$ cat config.mk
export PLATFORM = sky130hd
export DESIGN_NAME = tcam_search_engine
export DESIGN_NICKNAME = d
export VERILOG_FILES = /design/src/rtl/tcam_pkg.sv /design/src/rtl/tcam_phase_ctrl.sv /design/src/rtl/tcam_entry_array.sv /design/src/rtl/tcam_match_plane.sv /design/src/rtl/tcam_prio_encoder.sv /design/src/rtl/tcam_search_engine.sv
export SDC_FILE = /design/constraint.sdc
export NUM_CORES = 1
export LEC_CHECK = 0
export BUFFER_PORTS_ARGS = -buffer_cell sky130_fd_sc_hd__buf_2
export CAP_MARGIN = 20
export CELL_PAD_IN_SITES_DETAIL_PLACEMENT = 1
export CELL_PAD_IN_SITES_GLOBAL_PLACEMENT = 1
export CORE_MARGIN = 4
export CORE_UTILIZATION = 40
export CTS_CLUSTER_SIZE = 10
export DETAILED_ROUTE_END_ITERATION = 6
export HOLD_SLACK_MARGIN = 0.06
export PLACE_DENSITY_LB_ADDON = 0.15
export SLEW_MARGIN = 0
export SYNTH_ARGS = -nofsm -noshare
export SYNTH_HDL_FRONTEND = slang
export SYNTH_SLANG_ARGS = --single-unit
$ cat constraint.sdc
create_clock -name clk -period 3.9 [get_ports clk]
set_input_delay 0 -clock clk [delete_from_list [all_inputs] [get_ports clk]]
set_output_delay 0 -clock clk [all_outputs]
set_load 0.05 [all_outputs]
$ cat src/rtl/tcam_pkg.sv
package tcam_pkg;

    typedef enum logic [2:0] {
        PH_IDLE,
        PH_SL_CLEAR,
        PH_ML_PRESET,
        PH_EVAL,
        PH_ENCODE
    } phase_e;

    // One bit cell: a mismatch path exists only when the searchline is driven,
    // the bit is cared for, and stored and search values disagree.
    function automatic logic cell_miss(input logic drive, input logic care,
                                       input logic stored, input logic sl);
        return drive & care & (stored ^ sl);
    endfunction

endpackage

$ cat src/rtl/tcam_phase_ctrl.sv
module tcam_phase_ctrl
    import tcam_pkg::*;
(
    input  logic   clk,
    input  logic   rst,
    input  logic   start,
    output phase_e phase,
    output logic   idle
);
    always_ff @(posedge clk) begin
        if (rst) begin
            phase <= PH_IDLE;
        end else begin
            case (phase)
                PH_IDLE:      phase <= start ? PH_SL_CLEAR : PH_IDLE;
                PH_SL_CLEAR:  phase <= PH_ML_PRESET;
                PH_ML_PRESET: phase <= PH_EVAL;
                PH_EVAL:      phase <= PH_ENCODE;
                PH_ENCODE:    phase <= PH_IDLE;
                default:      phase <= PH_IDLE;
            endcase
        end
    end

    assign idle = (phase == PH_IDLE);
endmodule

$ cat src/rtl/tcam_entry_array.sv
module tcam_entry_array #(
    parameter int ENTRIES = 8,
    parameter int WIDTH   = 8,
    parameter bit TERNARY = 1'b1,
    localparam int IDXW   = $clog2(ENTRIES)
) (
    input  logic                            clk,
    input  logic                            rst,
    input  logic                            we,
    input  logic [IDXW-1:0]                 widx,
    input  logic [WIDTH-1:0]                wdata,
    input  logic [WIDTH-1:0]                wcare,
    input  logic                            wvalid,
    output logic [ENTRIES-1:0][WIDTH-1:0]   data_q,
    output logic [ENTRIES-1:0][WIDTH-1:0]   care_q,
    output logic [ENTRIES-1:0]              valid_q
);
    logic [WIDTH-1:0] care_eff;

    generate
        if (TERNARY) begin : g_ternary
            assign care_eff = wcare;
        end else begin : g_binary
            logic unused_care;
            assign unused_care = ^wcare;
            assign care_eff    = '1;
        end
    endgenerate

    always_ff @(posedge clk) begin
        if (rst) begin
            valid_q <= '0;
        end else if (we) begin
            valid_q[widx] <= wvalid;
            data_q[widx]  <= wdata;
            care_q[widx]  <= care_eff;
        end
    end
endmodule

$ cat src/rtl/tcam_match_plane.sv
module tcam_match_plane
    import tcam_pkg::*;
#(
    parameter int ENTRIES = 8,
    parameter int WIDTH   = 8
) (
    input  logic                           clk,
    input  logic                           rst,
    input  phase_e                         phase,
    input  logic [WIDTH-1:0]               key_q,
    input  logic [ENTRIES-1:0][WIDTH-1:0]  data_q,
    input  logic [ENTRIES-1:0][WIDTH-1:0]  care_q,
    input  logic [ENTRIES-1:0]             valid_q,
    output logic [ENTRIES-1:0]             ml
);
    logic [WIDTH-1:0] sl_q;
    logic             sl_drive;

    // Searchline drivers: parked neutral, then broadcast the latched key.
    always_ff @(posedge clk) begin
        if (rst) begin
            sl_q     <= '0;
            sl_drive <= 1'b0;
        end else begin
            case (phase)
                PH_SL_CLEAR: begin
                    sl_q     <= '0;
                    sl_drive <= 1'b0;
                end
                PH_ML_PRESET: begin
                    sl_q     <= key_q;
                    sl_drive <= 1'b1;
                end
                PH_ENCODE: sl_drive <= 1'b0;
                default: ;
            endcase
        end
    end

    for (genvar e = 0; e < ENTRIES; e++) begin : g_line
        logic [WIDTH-1:0] miss_bits;
        logic             line_q;

        for (genvar b = 0; b < WIDTH; b++) begin : g_cell
            assign miss_bits[b] = cell_miss(sl_drive, care_q[e][b],
                                            data_q[e][b], sl_q[b]);
        end

        always_ff @(posedge clk) begin
            if (rst)
                line_q <= 1'b0;
            else if (phase == PH_ML_PRESET)
                line_q <= 1'b1;
            else if (phase == PH_EVAL)
                line_q <= line_q & ~(|miss_bits) & valid_q[e];
        end

        assign ml[e] = line_q;
    end
endmodule

$ cat src/rtl/tcam_prio_encoder.sv
module tcam_prio_encoder #(
    parameter int ENTRIES = 8,
    localparam int IDXW   = $clog2(ENTRIES)
) (
    input  logic [ENTRIES-1:0] lines,
    output logic               any,
    output logic               several,
    output logic [IDXW-1:0]    idx
);
    always_comb begin
        idx = '0;
        for (int i = ENTRIES - 1; i >= 0; i--) begin
            if (lines[i]) idx = IDXW'(i);
        end
    end

    assign any     = |lines;
    assign several = |(lines & (lines - 1'b1));
endmodule

$ cat src/rtl/tcam_search_engine.sv
module tcam_search_engine
    import tcam_pkg::*;
#(
    parameter int ENTRIES = 8,
    parameter int WIDTH   = 8,
    parameter bit TERNARY = 1'b1,
    localparam int IDXW   = $clog2(ENTRIES)
) (
    input  logic                clk,
    input  logic                rst,
    input  logic                wr_req,
    output logic                wr_ready,
    input  logic [IDXW-1:0]     wr_idx,
    input  logic [WIDTH-1:0]    wr_data,
    input  logic [WIDTH-1:0]    wr_care,
    input  logic                wr_valid,
    input  logic                srch_req,
    output logic                srch_ready,
    input  logic [WIDTH-1:0]    srch_key,
    output logic                done,
    output logic                hit,
    output logic                multi_hit,
    output logic [IDXW-1:0]     hit_idx,
    output logic [ENTRIES-1:0]  match_vec
);
    typedef struct packed {
        logic               hit;
        logic               multi;
        logic [IDXW-1:0]    idx;
        logic [ENTRIES-1:0] vec;
    } result_t;

    phase_e                         phase;
    logic                           idle;
    logic                           srch_go;
    logic                           wr_go;
    logic [WIDTH-1:0]               key_q;
    logic [ENTRIES-1:0][WIDTH-1:0]  data_q;
    logic [ENTRIES-1:0][WIDTH-1:0]  care_q;
    logic [ENTRIES-1:0]             valid_q;
    logic [ENTRIES-1:0]             ml;
    result_t                        enc;
    result_t                        res_q;

    assign srch_go    = srch_req & idle;
    assign wr_go      = wr_req & idle;
    assign srch_ready = idle;
    assign wr_ready   = idle;

    tcam_phase_ctrl u_ctrl (
        .clk   (clk),
        .rst   (rst),
        .start (srch_go),
        .phase (phase),
        .idle  (idle)
    );

    always_ff @(posedge clk) begin
        if (rst)          key_q <= '0;
        else if (srch_go) key_q <= srch_key;
    end

    tcam_entry_array #(.ENTRIES(ENTRIES), .WIDTH(WIDTH), .TERNARY(TERNARY)) u_array (
        .clk     (clk),
        .rst     (rst),
        .we      (wr_go),
        .widx    (wr_idx),
        .wdata   (wr_data),
        .wcare   (wr_care),
        .wvalid  (wr_valid),
        .data_q  (data_q),
        .care_q  (care_q),
        .valid_q (valid_q)
    );

    tcam_match_plane #(.ENTRIES(ENTRIES), .WIDTH(WIDTH)) u_plane (
        .clk     (clk),
        .rst     (rst),
        .phase   (phase),
        .key_q   (key_q),
        .data_q  (data_q),
        .care_q  (care_q),
        .valid_q (valid_q),
        .ml      (ml)
    );

    tcam_prio_encoder #(.ENTRIES(ENTRIES)) u_enc (
        .lines   (ml),
        .any     (enc.hit),
        .several (enc.multi),
        .idx     (enc.idx)
    );
    assign enc.vec = ml;

    always_ff @(posedge clk) begin
        if (rst) begin
            done  <= 1'b0;
            res_q <= '0;
        end else begin
            done <= (phase == PH_ENCODE);
            if (phase == PH_ENCODE) res_q <= enc;
        end
    end

    assign hit       = res_q.hit;
    assign multi_hit = res_q.multi;
    assign hit_idx   = res_q.idx;
    assign match_vec = res_q.vec;
endmodule

==> results of run 1 <==
-- state kept, by name (all words and copies together) (netlist names) --
name,count
u_ctrl.phase,3
match_vec,8
u_plane.g_line.line_q,8
u_array.care_q,64
hit_idx,3
u_array.data_q,64
u_plane.sl_q,8
hit,1
u_array.valid_q,8
done,1
multi_hit,1
u_plane.sl_drive,1
key_q,8
-- critical path, cell delays in order (launching register included) --
cell and delay (ns):
dfxtp_1 0.50, or4b_4 0.65, or3_4 0.38, nor2_1 0.11, nand2_1 0.06, dlygate4sd3_1 0.56
a21oi_1 0.14, dlygate4sd3_1 0.58
-- cells by family (layout without fill, tap and decap cells) --
kind of cell             count (synthesis)  in the layout  share of synthesized area (%)
flip-flops                             178            178                           69.9
AND/OR/NAND/NOR                        118            118                           7.85
AO/OA/AOI/OAI                          101            101                           10.9
XOR/XNOR                                65             65                           8.21
buffers and inverters                   34            122                           2.13
multiplexers                             5              5                          0.722
adder cells (fa/ha/maj)                  2              2                          0.289
-- power by group through the flow --
stage               clock, W  sequential (W)  combinational, W
floorplan                  0         0.00213          0.000180
global placement           0         0.00217          0.000241
detailed placement         0         0.00217          0.000248
CTS                  0.00159         0.00213          0.000271
global route         0.00167         0.00214          0.000295
finish               0.00157         0.00214          0.000269
-- timing repair --
action	CTS	global route
hold buffers	29	0
hold endpoints to repair	146	0
setup buffers	0	0
-- final timing paths --
| kind | startpoint | to | slack (ns) | depth (start not counted) |
|---|---|---|---|---|
| setup / recovery | u_ctrl.phase[1]$_SDFF_PP0_ | u_array.valid_q[0]$_SDFFE_PP0P_ | 0.85 | 7 |
| hold / removal | wr_idx[1] | u_array.valid_q[5]$_SDFFE_PP0P_ | 0.1 | 5 |
| setup reg to reg | u_ctrl.phase[1]$_SDFF_PP0_ | u_array.valid_q[0]$_SDFFE_PP0P_ | 0.85 | 7 |
| hold reg to reg | match_vec[3]$_SDFFE_PP0P_ | match_vec[3]$_SDFFE_PP0P_ | 0.45 | 2 |
-- area by class of cell --
type,instances,area share [%]
Sequential cell,178,58.9
Clock inverter,8,0.806
Clock buffer,24,5.61
Inverter,3,0.137
Tap cell,220,3.34
Multi-Input combinational cell,291,23.9
Timing Repair Buffer,87,7.39
-- metal layers --
metal	wire, um	vias up	global-route usage [%]	part of all wire (%)
met5	0	-	0	0
met4	355	0	6.83	1.9
met3	698	20	3.02	3.7
met2	8950	98	31.0	48
met1	8710	2303	27.9	47
li1	-	2018	-	-
-- synthesized netlist by cell type (2+ instances only) --
| master | number | area (sq um) |
|---|---|---|
| edfxtp_1 | 128 | 3840 |
| xor2_1 | 64 | 561 |
| nand2_1 | 54 | 203 |
| dfxtp_1 | 50 | 1000 |
| nor2_1 | 34 | 128 |
| a21oi_1 | 24 | 120 |
| clkbuf_1 | 19 | 71.3 |
| a22oi_1 | 17 | 128 |
| nor3_1 | 11 | 55.1 |
| a2111oi_0 | 8 | 70.1 |
| a21o_1 | 8 | 60.1 |
| a221o_1 | 8 | 80.1 |
| a222oi_1 | 8 | 80.1 |
| a22o_1 | 8 | 70.1 |
| a32oi_1 | 8 | 70.1 |
| o21ai_0 | 7 | 35.0 |
| buf_2 | 6 | 30.0 |
| mux2i_1 | 5 | 50.1 |
| buf_1 | 3 | 11.3 |
| inv_1 | 3 | 11.3 |
| and2_1 | 2 | 12.5 |
| maj3_1 | 2 | 20.0 |
| or3_1 | 2 | 12.5 |
| or3b_4 | 2 | 22.5 |
-- stage by stage --
| step | instances | util, % |
|---|---|---|
| final | 811 | 49.1 |
| after global routing | 811 | 49.1 |
| after CTS | 811 | 49.1 |
| after detailed placement | 750 | 44.2 |
| after global placement | 750 | 44.2 |
| after floorplan | 503 | - |
==> impl_metrics.env, run 1 <==
export IMPL_outcome="finished clean"
export IMPL_design_area_sq_um=8230
export IMPL_synth_area_sq_um=6930
export IMPL_number_of_rows_created_at_floorplan=47
export IMPL_cts_clk_slew_worst_paths_ns=0.06
export IMPL_htreeDepth=4
export IMPL_regArea_sq_um=4840
export IMPL_design_die_area_sq_um=19500
export IMPL_maxCapViolCount=0
export IMPL_clk_root_buffer_cell="clkbuf_16"
export IMPL_globalRouteOverflowTotal=0
export IMPL_grt_total_usage_pct=19.7
export IMPL_crit_path_start_kind="register"
export IMPL_routed_wirelength_mm=18.7
export IMPL_synth_yosys_warnings=0
export IMPL_power_switching_w=0.000920
export IMPL_numCtsBuffers=17
export IMPL_worst_pin_slew_ns=1.03
export IMPL_holdCritPathClass="input port to register"
export IMPL_critPathMaxFanout=19
export IMPL_synth_seq_area_share_pct=69.9
export IMPL_synth_cell_type_count=46
export IMPL_clk_insertion_delay_late_ns=0.43
export IMPL_slew_viol_final=0
export IMPL_hold_viol=0
export IMPL_num_nets_final=610
export IMPL_netSwitchingFraction_pct=23.1
export IMPL_grt_pass1_wl_mm=28.4
export IMPL_max_clock_path_buffers=2
export IMPL_n_antenna_cell=0
export IMPL_multiInputGateArea_sq_um=1960
export IMPL_combinationalPowerShare_pct=6.8
export IMPL_die_h_um=140
export IMPL_layout_cells_most_common="edfxtp_1"
export IMPL_start_util_pct=41.4
export IMPL_pwr_share_clk_pct=39.6
export IMPL_synthCells=503
export IMPL_power_per_cell_area_nw_per_um2=483
export IMPL_skew_ns=0.00596
export IMPL_grt_start_max_net_pins=36
export IMPL_fraction_of_layout_instances_using_a_drive_strength_above_1_pct=16.2
export IMPL_power_share_sequential_pct=53.7
export IMPL_rsz0062_at_grt="false"
export IMPL_floorplan_core_area_sq_um=16800
export IMPL_worst_slew_margin_rel_pct=31.3
export IMPL_max_freq_mhz=328
export IMPL_cts_resized_gates=0
export IMPL_die_x_um=140
export IMPL_drt_first_pass_iters=5
export IMPL_preCtsSetupSlack_ns=1.64
export IMPL_place_hpwl_mm=11.5
export IMPL_num_io_pins=48
export IMPL_clock_sink_count=178
export IMPL_wire_per_inst_um=23.1
export IMPL_drt_iter0_drc=335
export IMPL_criticalPathCategory="register to register"
export IMPL_ant_nets=0
export IMPL_min_period_ns=3.05
export IMPL_dr_total_vias=4439
export IMPL_finalSetupTns_ns=0
export IMPL_worst_endpoint_required_ns=4.27
export IMPL_mostFrequentLayoutCells="128 x edfxtp_1, 64 x xor2_1, 54 x nand2_1, 50 x dfxtp_1, 47 x buf_2"
export IMPL_vdd_ir_drop_worst_mv=0.290
export IMPL_worst_endpoint_arrival_ns=3.42
export IMPL_number_of_enable_flip_flop_cells_after_synthesis=128
export IMPL_final_min_period_over_clock_period_pct=78.3
export IMPL_viasPerCell=5.47
export IMPL_grt_antenna_before_repair=0
export IMPL_routability_driven_placement_congestion_ratio=0.777
export IMPL_placement_cell_area_sq_um=7410
export IMPL_synth_main_ff_cell="edfxtp_1"
export IMPL_area_growth_syn_to_layout_pct=18.8
export IMPL_syn_area_per_cell_sq_um=13.8
export IMPL_synthesis_nets=535
export IMPL_n_fill_cell=1697
export IMPL_first_global_vias=4533
export IMPL_ys_async_sr_fraction_pct=0
export IMPL_tritoncts="yes"
export IMPL_port_buffers=47
export IMPL_synth_seq_cells=178
export IMPL_drc_errors=0
export IMPL_finalSetupViolCount=0
export IMPL_final_critical_path_setup_slack_ns=0.848
export IMPL_critical_path_endpoint_category="register"
export IMPL_hold_worst_slack_ns=0.0987
export IMPL_cellInternalPower_w=0.00306
export IMPL_power_leakage_nw=3.04
export IMPL_design_power_total_w=0.00398
(Power assumes the default switching activity.)
==> run 2: changes to the inputs <==
Settings changed: ABC_AREA set to 1.
Clock period 3.9 ns to 2.7 ns, I/O delays scaled along.
==> run 2 against run 1 <==
Net effect:
- combinational power rose by 100%
- sequential power rose by 42%
- largest power group unchanged
- count of clock-buffer cells in the layout fell by 4
- sequential cell count did not move
- critical path type unchanged
- die area rose by 9.1%
- highest routed layer unchanged
- clock power rose by 55%
- critical path depth rose by 2
- synthesized area rose by 9.6%
- critical endpoint unchanged
==> impl_metrics.env, run 2 <==
export IMPL_tritoncts="yes"
export IMPL_max_freq_mhz=410
export IMPL_viasPerCell=5.04
export IMPL_num_io_pins=48
export IMPL_worst_slew_margin_rel_pct=49.4
export IMPL_final_min_period_over_clock_period_pct=90.4
export IMPL_vdd_ir_drop_worst_mv=0.499
export IMPL_place_hpwl_mm=14.5
export IMPL_synth_compound_area_share_pct=4.08
export IMPL_layout_cells_most_common="nand2_1"
export IMPL_power_per_cell_area_nw_per_um2=661
export IMPL_synthesis_nets=836
export IMPL_skew_ns=0.00922
export IMPL_cp_startpoint="u_ctrl.phase[1]$_SDFF_PP0_"
export IMPL_timing_hold_worst_start="wr_req"
export IMPL_clk_root_buffer_cell="clkbuf_16"
export IMPL_yosysMostFrequentCell="nand2_1"
export IMPL_port_buffers=47
export IMPL_n_antenna_cell=0
export IMPL_multiInputGateArea_sq_um=2160
export IMPL_r2r_start="u_ctrl.phase[1]$_SDFF_PP0_"
export IMPL_routability_driven_placement_congestion_ratio=0.789
export IMPL_drt_iter0_drc=346
export IMPL_globalRouteOverflowTotal=0
export IMPL_rsz0062_at_grt="false"
export IMPL_synthCells=804
export IMPL_start_util_pct=40.6
export IMPL_numCtsBuffers=17
export IMPL_regArea_sq_um=4850
export IMPL_critPathMaxFanout=12
export IMPL_mostFrequentLayoutCells="237 x nand2_1, 128 x edfxtp_1, 101 x inv_1, 85 x nand3_1, 73 x nor2_1"
export IMPL_yosysTopAreaCell="edfxtp_1"
export IMPL_synth_seq_area_share_pct=63.8
export IMPL_ant_nets=0
export IMPL_hold_viol=0
export IMPL_finalSetupTns_ns=0
export IMPL_criticalPathCategory="register to register"
export IMPL_floorplan_core_area_sq_um=18700
export IMPL_routed_wirelength_mm=22.1
export IMPL_crit_path_start_kind="register"
export IMPL_syn_area_per_cell_sq_um=9.45
export IMPL_worst_pin_slew_ns=0.759
export IMPL_crit_chain="nor2_4 > nand2_1 > inv_4 > nand2_2 > nor2_2 > nand2_1 > dlygate4sd3_1 > a21oi_1 > dlygate4sd3_1"
export IMPL_drc_errors=0
export IMPL_first_global_vias=5980
export IMPL_wire_per_inst_um=19.3
export IMPL_number_of_enable_flip_flop_cells_after_synthesis=128
export IMPL_power_leakage_nw=3.75
export IMPL_synth_main_ff_cell="edfxtp_1"
export IMPL_holdCritPathClass="input port to register"
export IMPL_combinational_family_with_the_most_area_after_synthesis="simple AND/OR/NAND/NOR gates"
export IMPL_dr_total_vias=5787
export IMPL_synth_top_cell_area_share_pct=50.6
export IMPL_grt_pass1_wl_mm=34.4
export IMPL_min_period_ns=2.44
export IMPL_timing_critical_path_slowest_stage_cell="dlygate4sd3_1"
export IMPL_synth_common_cells="238 x nand2_1, 128 x edfxtp_1, 101 x inv_1, 85 x nand3_1, 73 x nor2_1"
export IMPL_drt_first_pass_iters=5
export IMPL_slew_viol_final=0
export IMPL_die_x_um=146
export IMPL_synth_area_leaders="edfxtp_1 51%, dfxtp_1 13%, nand2_1 12%, nand3_1 5.6%, inv_1 5.0%"
export IMPL_number_of_rows_created_at_floorplan=50
export IMPL_synth_cell_type_count=26
export IMPL_area_growth_syn_to_layout_pct=19.6
export IMPL_yosys_area_share_adder_pct=0
export IMPL_die_h_um=146
export IMPL_fraction_of_layout_instances_using_a_drive_strength_above_1_pct=12.1
export IMPL_muxShareOfSynthArea_pct=0
export IMPL_worst_endpoint_required_ns=3.07
export IMPL_max_clock_path_buffers=2
export IMPL_maxCapViolCount=0
export IMPL_clock_sink_count=178
export IMPL_synth_simple_gate_area_share_pct=24.3
export IMPL_grt_antenna_before_repair=0
export IMPL_final_core_utilization_pct=48.6
export IMPL_synth_xor_area_share_pct=0
export IMPL_n_fill_cell=2129
export IMPL_largestRegisters="u_array.care_q x64, u_array.data_q x64"
export IMPL_ys_async_sr_fraction_pct=0
export IMPL_synth_yosys_warnings=0
export IMPL_htreeDepth=4
export IMPL_outcome="finished clean"
export IMPL_grt_start_max_net_pins=43
export IMPL_worst_path_largest_cell_delay_ns=0.56
export IMPL_num_nets_final=934
export IMPL_finalSetupViolCount=0
export IMPL_grt_total_usage_pct=21.4
export IMPL_critical_path_endpoint_category="register"
export IMPL_cts_clk_slew_worst_paths_ns=0.06
export IMPL_synth_area_sq_um=7600
export IMPL_design_die_area_sq_um=21300
export IMPL_synth_seq_cells=178
export IMPL_worst_endpoint_arrival_ns=2.81
export IMPL_clk_insertion_delay_late_ns=0.43
-- run 2: timing repair --
| item | 4_1_cts | 5_1_grt |
|---|---|---|
| resized for setup | 0 | 3 |
| hold buffers | 43 | 0 |
| buffers inserted | 0 | 0 |
| endpoints found under the hold margin | 151 | 0 |
| endpoints found under the setup margin | 0 | 1 |
-- run 2: power by group --
| group | switching [W] | internal (W) |
|---|---|---|
| combinational | 0.000362 | 0.000177 |
| clock | 0.000999 | 0.00144 |
| sequential | 0.0000442 | 0.00299 |
| total | 0.00141 | 0.00461 |
-- run 2: through the flow --
step | total power (W) | setup WS (ns) | hold WS, ns | std cells | area, sq um
after detailed placement | 0.00358 | 0.709 | 0.287 | 1074 | 8070
after global routing | 0.00624 | 0.0558 | 0.105 | 1148 | 9090
after floorplan | 0.00339 | 0.717 | 0.0989 | 804 | 7600
after global placement | 0.00356 | 0.765 | 0.276 | 1074 | 8070
after CTS | 0.00606 | 0.123 | 0.133 | 1148 | 9080
final | 0.00601 | 0.259 | 0.0834 | 1148 | 9090
-- run 2: layout make-up --
type | instances | area share [%]
sequential | 178 | 53.3
multi-input combinational | 493 | 23.8
timing repair buffer | 109 | 9.03
clock buffer | 20 | 4.80
inverter | 103 | 4.28
tap | 234 | 3.22
clock inverter | 11 | 1.53
-- run 2: metal layers --
layer	vias up	GRT usage, %	share of wire, %
li1	2795	-	-
met1	2840	26.7	42
met2	122	38.4	52
met3	30	3.67	3.6
met4	0	6.13	2.1
met5	-	0	0
-- run 2: cells by family after synthesis --
family                 count (synthesis)
flip-flops                           178
buffers and inverters                133
AO/OA/AOI/OAI                         60
AND/OR/NAND/NOR                      433
-- run 2: path summary, 6_finish.rpt --
| check | to | slack (ns) | cells past startpoint |
|---|---|---|---|
| min reg2reg | match_vec[7]$_SDFFE_PP0P_ | 0.46 | 2 |
| max | u_array.valid_q[0]$_SDFFE_PP0P_ | 0.26 | 9 |
| min | u_array.valid_q[5]$_SDFFE_PP0P_ | 0.08 | 5 |
| max reg2reg | u_array.valid_q[0]$_SDFFE_PP0P_ | 0.26 | 9 |
-- run 2: worst max-delay path, delay by kind of cell (launching register included) --
kind            cells  cell delay (ns)
flops               1             0.35
simple gates        5             0.64
buf+inv             3             1.25
compound gates      1             0.14
==> run 3: changes to the inputs <==
Settings changed: CELL_PAD_IN_SITES_GLOBAL_PLACEMENT 1 to 2, CORE_UTILIZATION 40 to 35.
==> run 3 against run 2 <==
Net effect:
- count of clock-buffer cells in the layout fell by 1
- die area is 13% higher
- wire length rose by 1.8%
- combinational power down 0.7%
- register-to-register slack worse by 0.07 ns
- critical path type unchanged
- largest cell class unchanged
- highest routed layer unchanged
==> impl_metrics.env, run 3 (same netlist as run 2, synthesis figures left out) <==
export IMPL_rsz0062_at_grt="false"
export IMPL_tritoncts="yes"
export IMPL_timing_critical_path_slowest_stage_cell="dlygate4sd3_1"
export IMPL_port_buffers=47
export IMPL_cts_clk_slew_worst_paths_ns=0.07
export IMPL_whs_path_depth=3
export IMPL_slew_viol_final=0
export IMPL_timing_hold_worst_start="rst"
export IMPL_place_inst=1114
export IMPL_design_die_area_sq_um=24100
export IMPL_maxCapViolCount=0
export IMPL_power_leakage_nw=3.74
export IMPL_final_core_utilization_pct=43.1
export IMPL_die_x_um=155
export IMPL_finish_cell_count_without_fillers=1188
export IMPL_routability_driven_placement_congestion_ratio=0.731
export IMPL_wire_per_inst_um=18.9
export IMPL_worst_pin_slew_ns=0.816
export IMPL_start_util_pct=35.9
export IMPL_final_min_period_over_clock_period_pct=93.0
export IMPL_criticalPathCategory="register to register"
export IMPL_holdCritPathClass="input port to register"
export IMPL_htreeDepth=4
export IMPL_max_freq_mhz=398
export IMPL_worst_slew_margin_rel_pct=45.5
export IMPL_first_global_vias=6030
export IMPL_clk_root_buffer_cell="clkbuf_16"
export IMPL_worst_path_largest_cell_delay_ns=0.57
export IMPL_min_period_ns=2.51
export IMPL_num_io_pins=48
export IMPL_number_of_rows_created_at_floorplan=53
export IMPL_worstHoldEndpoint="u_plane.g_line[0].line_q$_SDFFE_PP0N_"
export IMPL_wl_met1_mm=9.73
export IMPL_critical_path_endpoint_category="register"
export IMPL_dr_total_vias=5721
export IMPL_r2r_start="u_ctrl.phase[1]$_SDFF_PP0_"
export IMPL_drt_first_pass_iters=4
export IMPL_fraction_of_layout_instances_using_a_drive_strength_above_1_pct=12.5
export IMPL_finalSetupViolCount=0
export IMPL_postCtsSetupBuffers=0
export IMPL_maxUsedRoutingLayer="met4"
export IMPL_worst_endpoint_required_ns=3.07
export IMPL_crit_chain="nor2_2 > nand2_1 > inv_4 > nand2_1 > nor2_4 > nand2_1 > dlygate4sd3_1 > a21oi_1 > dlygate4sd3_1"
export IMPL_place_hpwl_mm=14.6
export IMPL_crit_path_start_kind="register"
export IMPL_ant_nets=0
export IMPL_grt_pass1_wl_mm=34.5
export IMPL_grt_total_usage_pct=19.3
export IMPL_area_growth_syn_to_layout_pct=20.0
export IMPL_path_common_cell="nand2_1"
export IMPL_finalSetupTns_ns=0
export IMPL_grt_antenna_before_repair=0
export IMPL_numCtsBuffers=17
export IMPL_critPathMaxFanout=12
export IMPL_clk_insertion_delay_late_ns=0.42
export IMPL_setup_reg_to_reg_worst_slack_ns=0.19
export IMPL_floorplan_core_area_sq_um=21200
export IMPL_clock_sink_count=178
export IMPL_layout_cells_most_common="nand2_1"
export IMPL_mostFrequentLayoutCells="238 x nand2_1, 128 x edfxtp_1, 101 x inv_1, 85 x nand3_1, 73 x nor2_1"
export IMPL_globalRouteOverflowTotal=0
export IMPL_timing_reg2reg_worst_path_depth=9
export IMPL_hold_viol=0
export IMPL_worst_endpoint_arrival_ns=2.88
export IMPL_routed_wirelength_mm=22.5
export IMPL_outcome="finished clean"
export IMPL_drc_errors=0
export IMPL_routed_wl_met2_mm=11.3
export IMPL_wl_met3_mm=1.00
export IMPL_skew_ns=0.00611
export IMPL_n_antenna_cell=0
export IMPL_power_per_cell_area_nw_per_um2=652
export IMPL_grt_start_max_net_pins=66
export IMPL_die_h_um=155
export IMPL_viasPerCell=4.82
export IMPL_vdd_ir_drop_worst_mv=0.406
export IMPL_rr_endpoint="u_array.valid_q[2]$_SDFFE_PP0P_"
export IMPL_num_nets_final=932
export IMPL_max_clock_path_buffers=2
export IMPL_drt_iter0_drc=301
export IMPL_largestRegisters="u_array.care_q x64, u_array.data_q x64"
export IMPL_design_power_total_w=0.00595
run 3: worst max path at each step:
stage                                     startpoint                               to  cells past startpoint
after floorplan           u_ctrl.phase[1]$_SDFF_PP0_     u_array.care_q[10]$_DFFE_PP_                      7
after global placement    u_ctrl.phase[1]$_SDFF_PP0_      u_array.care_q[8]$_DFFE_PP_                      8
after global routing      u_ctrl.phase[1]$_SDFF_PP0_  u_array.valid_q[2]$_SDFFE_PP0P_                      9
after detailed placement  u_ctrl.phase[1]$_SDFF_PP0_      u_array.care_q[8]$_DFFE_PP_                      8
after CTS                 u_ctrl.phase[1]$_SDFF_PP0_  u_array.valid_q[2]$_SDFFE_PP0P_                      9
final                     u_ctrl.phase[1]$_SDFF_PP0_  u_array.valid_q[2]$_SDFFE_PP0P_                      9
run 3: final cells by class:
| cell class | count | area, sq um |
|---|---|---|
| clock buffer | 19 | 433 |
| inverter | 103 | 389 |
| fill | 2399 | 12000 |
| tap | 275 | 344 |
| timing repair buffer | 107 | 803 |
| clock inverter | 13 | 139 |
| multi-input combinational | 493 | 2160 |
| sequential | 178 | 4850 |
run 3: what timing repair did:
action / CTS / global route
hold endpoints to repair: 145 / 0
setup endpoints to repair: 0 / 1
hold buffers: 42 / 0
resized for setup: 0 / 2
run 3: power breakdown:
| group | internal (W) | switching, W | leakage, nW |
|---|---|---|---|
| Clock | 0.00136 | 0.00102 | 0.269 |
| Combinational | 0.000174 | 0.000362 | 1.91 |
| Sequential | 0.00299 | 0.0000412 | 1.56 |
| Total | 0.00452 | 0.00143 | 3.74 |
run 3: critical path, delay by kind of cell, from the launching register on:
family | cells | cell delay (ns)
and+or+nand+nor | 5 | 0.74
DFF | 1 | 0.33
AOI/OAI and AO/OA | 1 | 0.13
buffers and inverters | 3 | 1.27
run 3: layer usage:
metal | track usage [%] | up-vias
met5 | 0 | -
met4 | 5.29 | 0
met3 | 3.39 | 23
met2 | 34.0 | 102
met1 | 24.4 | 2800
li1 | - | 2796
run 3: stage by stage:
stage / hold slack, ns / instance area (sq um) / setup WS (ns)
2_1_floorplan: 0.0989 / 7600 / 0.717
3_3_place_gp: 0.276 / 8120 / 0.733
3_5_place_dp: 0.285 / 8120 / 0.724
4_1_cts: 0.125 / 9110 / 0.120
5_1_grt: 0.133 / 9120 / 0.0341
6_report: 0.140 / 9120 / 0.190
